[src/rtl/alu8_pkg.sv]
package alu8_pkg;
  localparam int NF = 4;
  localparam int FN = 3;
  localparam int FV = 2;
  localparam int FZ = 1;
  localparam int FC = 0;

  typedef enum logic [3:0] {
    OP_ADC = 4'd0,
    OP_SBC = 4'd1,
    OP_AND = 4'd2,
    OP_ORA = 4'd3,
    OP_EOR = 4'd4,
    OP_CMP = 4'd5,
    OP_BIT = 4'd6,
    OP_ASL = 4'd7,
    OP_LSR = 4'd8,
    OP_ROL = 4'd9,
    OP_ROR = 4'd10,
    OP_INC = 4'd11,
    OP_DEC = 4'd12
  } op_e;

  typedef enum logic [1:0] {
    LG_AND = 2'd0,
    LG_OR  = 2'd1,
    LG_XOR = 2'd2
  } lg_e;
endpackage

[src/rtl/alu8_arith.sv]
module alu8_arith #(
  parameter int W = 8
) (
  input  logic [W-1:0] x_i,
  input  logic [W-1:0] y_i,
  input  logic         ci_i,
  output logic [W-1:0] sum_o,
  output logic         co_o,
  output logic         ovf_o
);
  logic [W:0] full;

  assign full  = {1'b0, x_i} + {1'b0, y_i} + {{W{1'b0}}, ci_i};
  assign sum_o = full[W-1:0];
  assign co_o  = full[W];
  // signed overflow: like-signed addends, result sign flipped
  assign ovf_o = (x_i[W-1] == y_i[W-1]) && (full[W-1] != x_i[W-1]);
endmodule

[src/rtl/alu8_logic.sv]
module alu8_logic
  import alu8_pkg::*;
#(
  parameter int W = 8
) (
  input  lg_e          mode_i,
  input  logic [W-1:0] a_i,
  input  logic [W-1:0] b_i,
  output logic [W-1:0] res_o
);
  always_comb begin
    unique case (mode_i)
      LG_AND:  res_o = a_i & b_i;
      LG_OR:   res_o = a_i | b_i;
      LG_XOR:  res_o = a_i ^ b_i;
      default: res_o = '0;
    endcase
  end
endmodule

[src/rtl/alu8_shift.sv]
module alu8_shift #(
  parameter int W = 8
) (
  input  logic [W-1:0] din_i,
  input  logic         cin_i,
  input  logic         left_i,
  input  logic         rot_i,
  output logic [W-1:0] dout_o,
  output logic         cout_o
);
  logic fill;

  assign fill = rot_i & cin_i;

  always_comb begin
    if (left_i) begin
      dout_o = {din_i[W-2:0], fill};
      cout_o = din_i[W-1];
    end else begin
      dout_o = {fill, din_i[W-1:1]};
      cout_o = din_i[0];
    end
  end
endmodule

[src/rtl/alu8.sv]
module alu8
  import alu8_pkg::*;
#(
  parameter int W = 8
) (
  input  logic [3:0]    op_i,
  input  logic [W-1:0]  acc_i,
  input  logic [W-1:0]  opnd_i,
  input  logic          carry_i,
  output logic [W-1:0]  result_o,
  output logic          wr_o,
  output logic [NF-1:0] flags_o,
  output logic [NF-1:0] flag_we_o
);
  op_e          op;
  logic [W-1:0] add_x, add_y, add_sum;
  logic         add_ci, add_co, add_ovf;
  lg_e          lg_mode;
  logic [W-1:0] lg_res;
  logic         sh_left, sh_rot, sh_co;
  logic [W-1:0] sh_res;
  logic [W-1:0] res;
  logic         res_n, res_z;

  assign op = op_e'(op_i);

  // adder operand steering; subtraction uses the inverted operand
  always_comb begin
    add_x  = acc_i;
    add_y  = opnd_i;
    add_ci = carry_i;
    unique case (op)
      OP_SBC: add_y = ~opnd_i;
      OP_CMP: begin
        add_y  = ~opnd_i;
        add_ci = 1'b1;
      end
      OP_INC: begin
        add_x  = opnd_i;
        add_y  = '0;
        add_ci = 1'b1;
      end
      OP_DEC: begin
        add_x  = opnd_i;
        add_y  = '1;
        add_ci = 1'b0;
      end
      default: ;
    endcase
  end

  always_comb begin
    unique case (op)
      OP_ORA:  lg_mode = LG_OR;
      OP_EOR:  lg_mode = LG_XOR;
      default: lg_mode = LG_AND;
    endcase
  end

  assign sh_left = (op == OP_ASL) || (op == OP_ROL);
  assign sh_rot  = (op == OP_ROL) || (op == OP_ROR);

  alu8_arith #(.W(W)) u_arith (
    .x_i   (add_x),
    .y_i   (add_y),
    .ci_i  (add_ci),
    .sum_o (add_sum),
    .co_o  (add_co),
    .ovf_o (add_ovf)
  );

  alu8_logic #(.W(W)) u_logic (
    .mode_i (lg_mode),
    .a_i    (acc_i),
    .b_i    (opnd_i),
    .res_o  (lg_res)
  );

  alu8_shift #(.W(W)) u_shift (
    .din_i  (opnd_i),
    .cin_i  (carry_i),
    .left_i (sh_left),
    .rot_i  (sh_rot),
    .dout_o (sh_res),
    .cout_o (sh_co)
  );

  // result selection
  always_comb begin
    unique case (op)
      OP_ADC, OP_SBC, OP_CMP, OP_INC, OP_DEC: res = add_sum;
      OP_AND, OP_ORA, OP_EOR, OP_BIT:         res = lg_res;
      OP_ASL, OP_LSR, OP_ROL, OP_ROR:         res = sh_res;
      default:                                res = '0;
    endcase
  end

  assign res_n = res[W-1];
  assign res_z = (res == '0);

  // flag values and masks; bit order N V Z C
  always_comb begin
    flags_o   = '0;
    flag_we_o = '0;
    wr_o      = 1'b0;
    unique case (op)
      OP_ADC, OP_SBC: begin
        flags_o   = {res_n, add_ovf, res_z, add_co};
        flag_we_o = 4'b1111;
        wr_o      = 1'b1;
      end
      OP_CMP: begin
        flags_o   = {res_n, 1'b0, res_z, add_co};
        flag_we_o = 4'b1011;
      end
      OP_AND, OP_ORA, OP_EOR, OP_INC, OP_DEC: begin
        flags_o   = {res_n, 1'b0, res_z, 1'b0};
        flag_we_o = 4'b1010;
        wr_o      = 1'b1;
      end
      OP_BIT: begin
        flags_o   = {opnd_i[W-1], opnd_i[W-2], res_z, 1'b0};
        flag_we_o = 4'b1110;
      end
      OP_ASL, OP_LSR, OP_ROL, OP_ROR: begin
        flags_o   = {res_n, 1'b0, res_z, sh_co};
        flag_we_o = 4'b1011;
        wr_o      = 1'b1;
      end
      default: ;
    endcase
  end

  assign result_o = res;
endmodule

[config.mk]
export PLATFORM = sky130hd
export DESIGN_NAME = alu8
export DESIGN_NICKNAME = d
export VERILOG_FILES = /design/src/rtl/alu8_pkg.sv /design/src/rtl/alu8_arith.sv /design/src/rtl/alu8_logic.sv /design/src/rtl/alu8_shift.sv /design/src/rtl/alu8.sv
export SDC_FILE = /design/constraint.sdc
export NUM_CORES = 1
export LEC_CHECK = 0
export ABC_AREA = 1
export ABC_CLOCK_PERIOD_IN_PS = 2300
export BUFFER_PORTS_ARGS = -buffer_cell sky130_fd_sc_hd__buf_2
export CORE_MARGIN = 2
export CORE_UTILIZATION = 52
export DETAILED_ROUTE_END_ITERATION = 7
export PLACE_DENSITY_LB_ADDON = 0.08
export SLEW_MARGIN = 20
export SYNTH_ARGS = -nofsm -noshare
export SYNTH_HDL_FRONTEND = slang
export SYNTH_SLANG_ARGS = --single-unit
[constraint.sdc]
create_clock -name vclk -period 2.3
set_input_delay 0 -clock vclk [all_inputs]
set_output_delay 0 -clock vclk [all_outputs]
set_load 0.02 [all_outputs]
==> metrics.md, run 1 <==
| Metric | Value |
|---|---|
| Status | finished, violations left |
| Failing checks | setup timing |
| Critical path's slowest cell | fa_2 |
| Cell Rows | 19 |
| Max_cap viols | 0 |
| Power after layout | 742 uW |
| Final Slew Violations | 0 |
| Placed insts | 381 |
| GRT overflow | 0 |
| Most common cell in the netlist | nand2_1 |
| Tmin final | 2.41 ns |
| NetSw | 421 uW |
| Post-synth top cells | 65 x nand2_1, 50 x inv_1, 29 x o21ai_0 |
| Net Sw Frac | 56.7% |
| Critical path type | input pin to output pin |
| Placer Congestion | 0.960 |
| Critical path peak fanout | 8 |
| RSZ-0062 raised after global routing | true |
| Top cell type by total area after synthesis | ha_1 |
| Boundary Pins | 38 |
| Post-Synthesis Cells | 283 |
| Fin area | 2390 um^2 |
| Final cell count without fillers | 390 |
| Number of global-route vias before repair | 1917 |
| DP HPWL | 3.96 mm |
| DR vias | 2203 |
| Syn nets | 329 |
| Vias per inst | 5.65 |
| Final setup fails | 3 |
| CP most frequent cell | nor2_1 |
| PnR worst setup slack | -0.114 ns |
| Seq cells | 0 |
| Port buffer count | 38 |
| Initial antenna violation count | 0 |
| Final Util | 85.8% |
| Max stage delay on crit path | 0.37 ns |
| Critical path arrival | 2.41 ns |
| Achievable Freq | 414 MHz |
| Power share of the clock group | 0% |
| Final nets | 407 |
| Req. time, crit path | 2.30 ns |
| CTS Hold Bufs | 0 |
| Buf/Inv on CP | 6 |
| Area post-placement | 2110 um^2 |
| Crit share post-route | 105% |
| Synth top area share | 18.6% |
| Antenna Nets Post-Route | 0 |
| Layout cells sized above 1 | 40.1% |
| Initial drt markers | 197 |
| Hold Crit Class | input pin to output pin |
| Synthesized area | 1550 um^2 |
| Pre-CTS WS | -0.262 ns |
| Clkbuf count | 0 |
| Internal power | 321 uW |
| Comb pwr share | 100.0% |
| Type of origin of the critical path | input pin |
| Post-Syn Area per Cell | 5.47 um^2 |
| Residual DRC count | 0 |
| DRT Pass-1 Iters | 5 |
| FF+latch area | 0 um^2 |
| Peak VDD IR | 0.000324 V |
| Flop pwr share | 0% |
| Top delay family on crit path | simple AND/OR/NAND/NOR gates |
| Synth top area cells | ha_1 19%, nand2_1 16%, inv_1 12% |
| Tightest Pin Transition | 0.408 ns |
| PwrDens | 311 nW/um^2 |
| Core area | 2780 um^2 |
| DIE WIDTH | 58.6 um |
| Final Hold Fails | 0 |
| GRT Util Overall | 30.4% |
| Layout overhead on the synthesized area | 54.2% |
| Total number of yosys warnings | 0 |
| Cell Chain, Critical Path | buf_12, inv_8, nor2_4, nand2_8, nand2_8, nand2_1, o21ai_2, fa_2, inv_2, fa_2, inv_2, nand4_1, a31oi_2, buf_4, nor2_1, nor2_1, nor2_1, o21ai_1, buf_4 |
| Setup crit end kind | output pin |
| Ant diodes | 0 |
| Synth unique cells | 33 |
| Final WL | 5.76 mm |
| Starting density of the core | 55.6% |
| First-pass GRT wire length | 8.36 mm |
| Die height | 58.6 um |
| Relative slew margins | 72.7% |
| Pin count of the biggest net entering global routing | 11 |
| P_leak | 1.34 nW |
| Die ar. | 3430 um^2 |
| Routed len/inst | 14.8 um |
| Seq/Total Area, Yosys | 0% |
-- cells by family after synthesis --
kind of cell               share of synthesized area [%]
adders and majority gates                           21.2
xor gates and xnor gates                            1.13
AOI/OAI and AO/OA                                   18.7
and+or+nand+nor                                     43.7
buffers and inverters                               15.4
-- layout by cell type, fill, tap and decap left out, drive strengths merged, types with 2 or more instances in the layout --
cell type   n
nand3b      2
nor2       34
o21ai      35
ha         23
nand4       7
buf        79
inv        59
fa          2
a22oi       3
or2         4
a21oi       8
nand2      73
nand3      21
-- area by class of cell --
class	instances	area, um^2
multi-input combinational	221	1540
inverter	59	239
fill	166	395
tap	31	38.8
timing repair buffer	79	573
-- metrics by stage --
stage               hold WS [ns]  setup TNS, ns
finish                     0.412         -0.279
global route               0.422          -1.06
CTS                        0.413        -0.0423
detailed placement         0.413          -1.22
global placement           0.406         -0.964
floorplan                  0.173        -0.0337
-- power groups by stage --
| stage | sequential [mW] | combinational [mW] | clock [mW] |
|---|---|---|---|
| 2_1_floorplan | 0 | 0.385 | 0 |
| 3_3_place_gp | 0 | 0.607 | 0 |
| 3_5_place_dp | 0 | 0.616 | 0 |
| 4_1_cts | 0 | 0.656 | 0 |
| 5_1_grt | 0 | 0.802 | 0 |
| 6_report | 0 | 0.742 | 0 |
-- routing by layer --
| metal | vias to the layer above | track usage, % | routed length [um] |
|---|---|---|---|
| met3 | 26 | 1.32 | 363 |
| met2 | 118 | 55.1 | 2820 |
| met5 | - | 0 | 0 |
| li1 | 1061 | - | - |
| met1 | 998 | 40.1 | 2400 |
| met4 | 0 | 5.65 | 176 |
-- worst paths after layout --
| path | from | to | cells after the start |
|---|---|---|---|
| min | opnd_i[7] | flags_o[3] | 4 |
| max | op_i[3] | flags_o[0] | 19 |
-- repair_timing --
item	CTS	global route
pin swaps	22	17
endpoints found under the setup margin	7	7
cloned	0	1
gates resized for setup	31	35
buffers inserted	3	5
(Power assumes the default switching activity.)
==> inputs of run 2 (changes only) <==
BUFFER_PORTS_ARGS = -buffer_cell sky130_fd_sc_hd__buf_4   (was -buffer_cell sky130_fd_sc_hd__buf_2)
CORE_UTILIZATION = 53   (was 52)
SYNTH_HIERARCHICAL = 1   (was not set)
==> run 2 against run 1 <==
Net effect:
- the run still ends with setup timing left
- power increased by 10%
- maximum frequency decreased by 5.0%
- global-route usage decreased by 0.31 points
- cell count increased by 10%
- die area increased by 9.2%
- non-clock buffer count increased by 14
- wire length increased by 6.9%
- flip-flop and latch count unchanged
- first-iteration DRC count decreased by 27%
- cell area increased by 9.4%
- largest cell class unchanged
- highest routed layer unchanged
==> metrics.md, run 2 <==
| Metric | Value |
|---|---|
| Core area | 3080 um^2 (was 2780 um^2) |
| Post-synth top cells | 123 x nand2_1, 35 x inv_1, 23 x ha_1 (was 65 x nand2_1, 50 x inv_1, 29 x o21ai_0) |
| Achievable Freq | 394 MHz (was 414 MHz) |
| Type of origin of the critical path | input pin (unchanged) |
| Max_cap viols | 0 (unchanged) |
| P_leak | 1.52 nW (was 1.34 nW) |
| Req. time, crit path | 2.30 ns (about the same) |
| Setup crit end kind | output pin (unchanged) |
| Synth unique cells | 30 (was 33) |
| Placed insts | 413 (was 381) |
| PwrDens | 313 nW/um^2 (was 311 nW/um^2) |
| Tmin final | 2.54 ns (was 2.41 ns) |
| Fill count | 193 (was 166) |
| Tightest Pin Transition | 0.529 ns (was 0.408 ns) |
| Area post-placement | 2330 um^2 (was 2110 um^2) |
| Crit share post-route | 110% (was 105%) |
| Fraction of synthesized area in multiplexers | 0% (unchanged) |
| Setup TNS | -0.827 ns (was -0.279 ns) |
| Number of global-route vias before repair | 2014 (was 1917) |
| GRT overflow | 0 (unchanged) |
| Largest family of logic cells by synthesized area | simple AND/OR/NAND/NOR gates (unchanged) |
| Layout overhead on the synthesized area | 50.5% (was 54.2%) |
| Critical path arrival | 2.54 ns (was 2.41 ns) |
| Die ar. | 3750 um^2 (was 3430 um^2) |
| Pin count of the biggest net entering global routing | 10 (was 11) |
| Final WL | 6.16 mm (was 5.76 mm) |
| Synth top area cells | nand2_1 27%, ha_1 17%, inv_1 7.6% (was ha_1 19%, nand2_1 16%, inv_1 12%) |
| Vias per inst | 5.45 (was 5.65) |
| Top cell type by total area after synthesis | nand2_1 (was ha_1) |
| Post-Synthesis Cells | 298 (was 283) |
| Residual DRC count | 0 (unchanged) |
| Starting density of the core | 56.3% (was 55.6%) |
| Fin area | 2610 um^2 (was 2390 um^2) |
| Hold Crit Class | input pin to output pin (unchanged) |
| Peak VDD IR | 0.000248 V (was 0.000324 V) |
| Seq cells | 0 (unchanged) |
| Antenna Nets Post-Route | 0 (unchanged) |
| Synthesized area | 1730 um^2 (was 1550 um^2) |
| Launch point of the worst path | op_i[1] (was op_i[3]) |
| Compound-cell area share of the yosys netlist | 7.94% (was 18.7%) |
| Critical path type | input pin to output pin (unchanged) |
| Die height | 61.2 um (was 58.6 um) |
| Total number of yosys warnings | 6 (was 0) |
| Initial drt markers | 144 (was 197) |
| Post-Synth Adder-Cell Area | 18.9% (was 21.2%) |
| Boundary Pins | 38 (unchanged) |
| Seq/Total Area, Yosys | 0% (unchanged) |
| Most common cell in the netlist | nand2_1 (unchanged) |
| Synth top area share | 26.6% (was 18.6%) |
| Placer Congestion | 0.932 (was 0.960) |
| Xor/xnor cell area share of the yosys netlist | 2.45% (was 1.13%) |
| Failing checks | setup timing (unchanged) |
| Final cell count without fillers | 430 (was 390) |
| DP HPWL | 4.33 mm (was 3.96 mm) |
| Hold_sp | op_i[2] (was opnd_i[7]) |
| Final Hold Fails | 0 (unchanged) |
| Final nets | 434 (was 407) |
| Clkbuf count | 0 (unchanged) |
| Final Slew Violations | 0 (unchanged) |
| Status | finished, violations left (unchanged) |
| FF+latch area | 0 um^2 (unchanged) |
| Syn nets | 344 (was 329) |
| GRT Util Overall | 30.1% (was 30.4%) |
| Most frequent cells in the layout | 116 x nand2_1, 78 x buf_4, 33 x inv_1, 21 x ha_1, 17 x nand3_1 (was 58 x nand2_1, 47 x inv_1, 40 x buf_4, 30 x buf_2, 23 x ha_1) |
| DRT Pass-1 Iters | 5 (unchanged) |
| Commonest non-fill, non-tap cell in the layout | nand2_1 (unchanged) |
| DIE WIDTH | 61.2 um (was 58.6 um) |
| DR vias | 2344 (was 2203) |
| Multi-input logic area | 1620 um^2 (was 1540 um^2) |
| First-pass GRT wire length | 8.75 mm (was 8.36 mm) |
| Routed len/inst | 14.3 um (was 14.8 um) |
| Initial antenna violation count | 0 (unchanged) |
| Layout cells sized above 1 | 40.2% (was 40.1%) |
| Port buffer count | 38 (unchanged) |
| PnR worst setup slack | -0.241 ns (was -0.114 ns) |
| Ant diodes | 0 (unchanged) |
| Critical path peak fanout | 6 (was 8) |
| Cell Rows | 20 (was 19) |
| Simple logic cell fraction of the synthesized area | 58.6% (was 43.7%) |
| Final setup fails | 7 (was 3) |
| Post-Syn Area per Cell | 5.82 um^2 (was 5.47 um^2) |
| RSZ-0062 raised after global routing | true (unchanged) |
| Final Util | 84.8% (was 85.8%) |
| Relative slew margins | 64.6% (was 72.7%) |
| CTS Hold Bufs | 0 (unchanged) |
| Worst hold slack | 0.411 ns (was 0.412 ns) |
[run 2: repair_timing]
| action | CTS | global route |
|---|---|---|
| gates resized for setup | 20 | 21 |
| pin swaps | 17 | 17 |
| endpoints found under the setup margin | 6 | 9 |
| buffers inserted | 9 | 10 |
[run 2: area by class of cell]
cell class	instances	share of cell area, %
timing repair buffer	93	29.4
multi-input combinational	251	61.9
tap	44	2.11
inverter	42	6.62
[run 2: metal layers]
layer  vias up  wire length [um]  global-route usage, %
li1       1124                 -                      -
met1      1063              2500                   37.4
met2       132              3050                   55.8
met3        25               413                   2.10
met4         0               193                   7.45
met5         -                 0                      0
[run 2: cells by family after synthesis]
logic type      Yosys count
fa+ha+maj                25
compound gates           20
xor+xnor                  4
simple gates            202
buf+inv                  47
[run 2: where the power goes]
group          switching, mW  internal (mW)  leakage [nW]
combinational          0.441          0.377          1.52
sequential                 0              0             0
clock                      0              0             0
total                  0.441          0.377          1.52
[run 2: per-stage QoR]
stage	setup slack (ns)	power, mW
finish	-0.241	0.817
global route	-0.311	0.877
CTS	-0.203	0.723
detailed placement	-0.247	0.684
global placement	-0.176	0.671
floorplan	-0.0814	0.408
[run 2: final timing paths]
path          to  slack (ns)  depth (start not counted)
max   flags_o[2]       -0.24                         20
min         wr_o        0.41                          3
[run 2: critical path: stages]
cell and delay, ns:
buf_8 0.10, inv_6 0.05, nand2_4 0.06, nor2_4 0.15
buf_12 0.12, nor2_8 0.04, buf_4 0.14, buf_4 0.15
nand2_1 0.05, nand2_1 0.07, ha_2 0.39, nand2_2 0.08
nor2_2 0.14, nand3_2 0.13, buf_4 0.16, buf_4 0.13
a21oi_2 0.14, nor2_1 0.07, a22o_1 0.21, buf_4 0.15
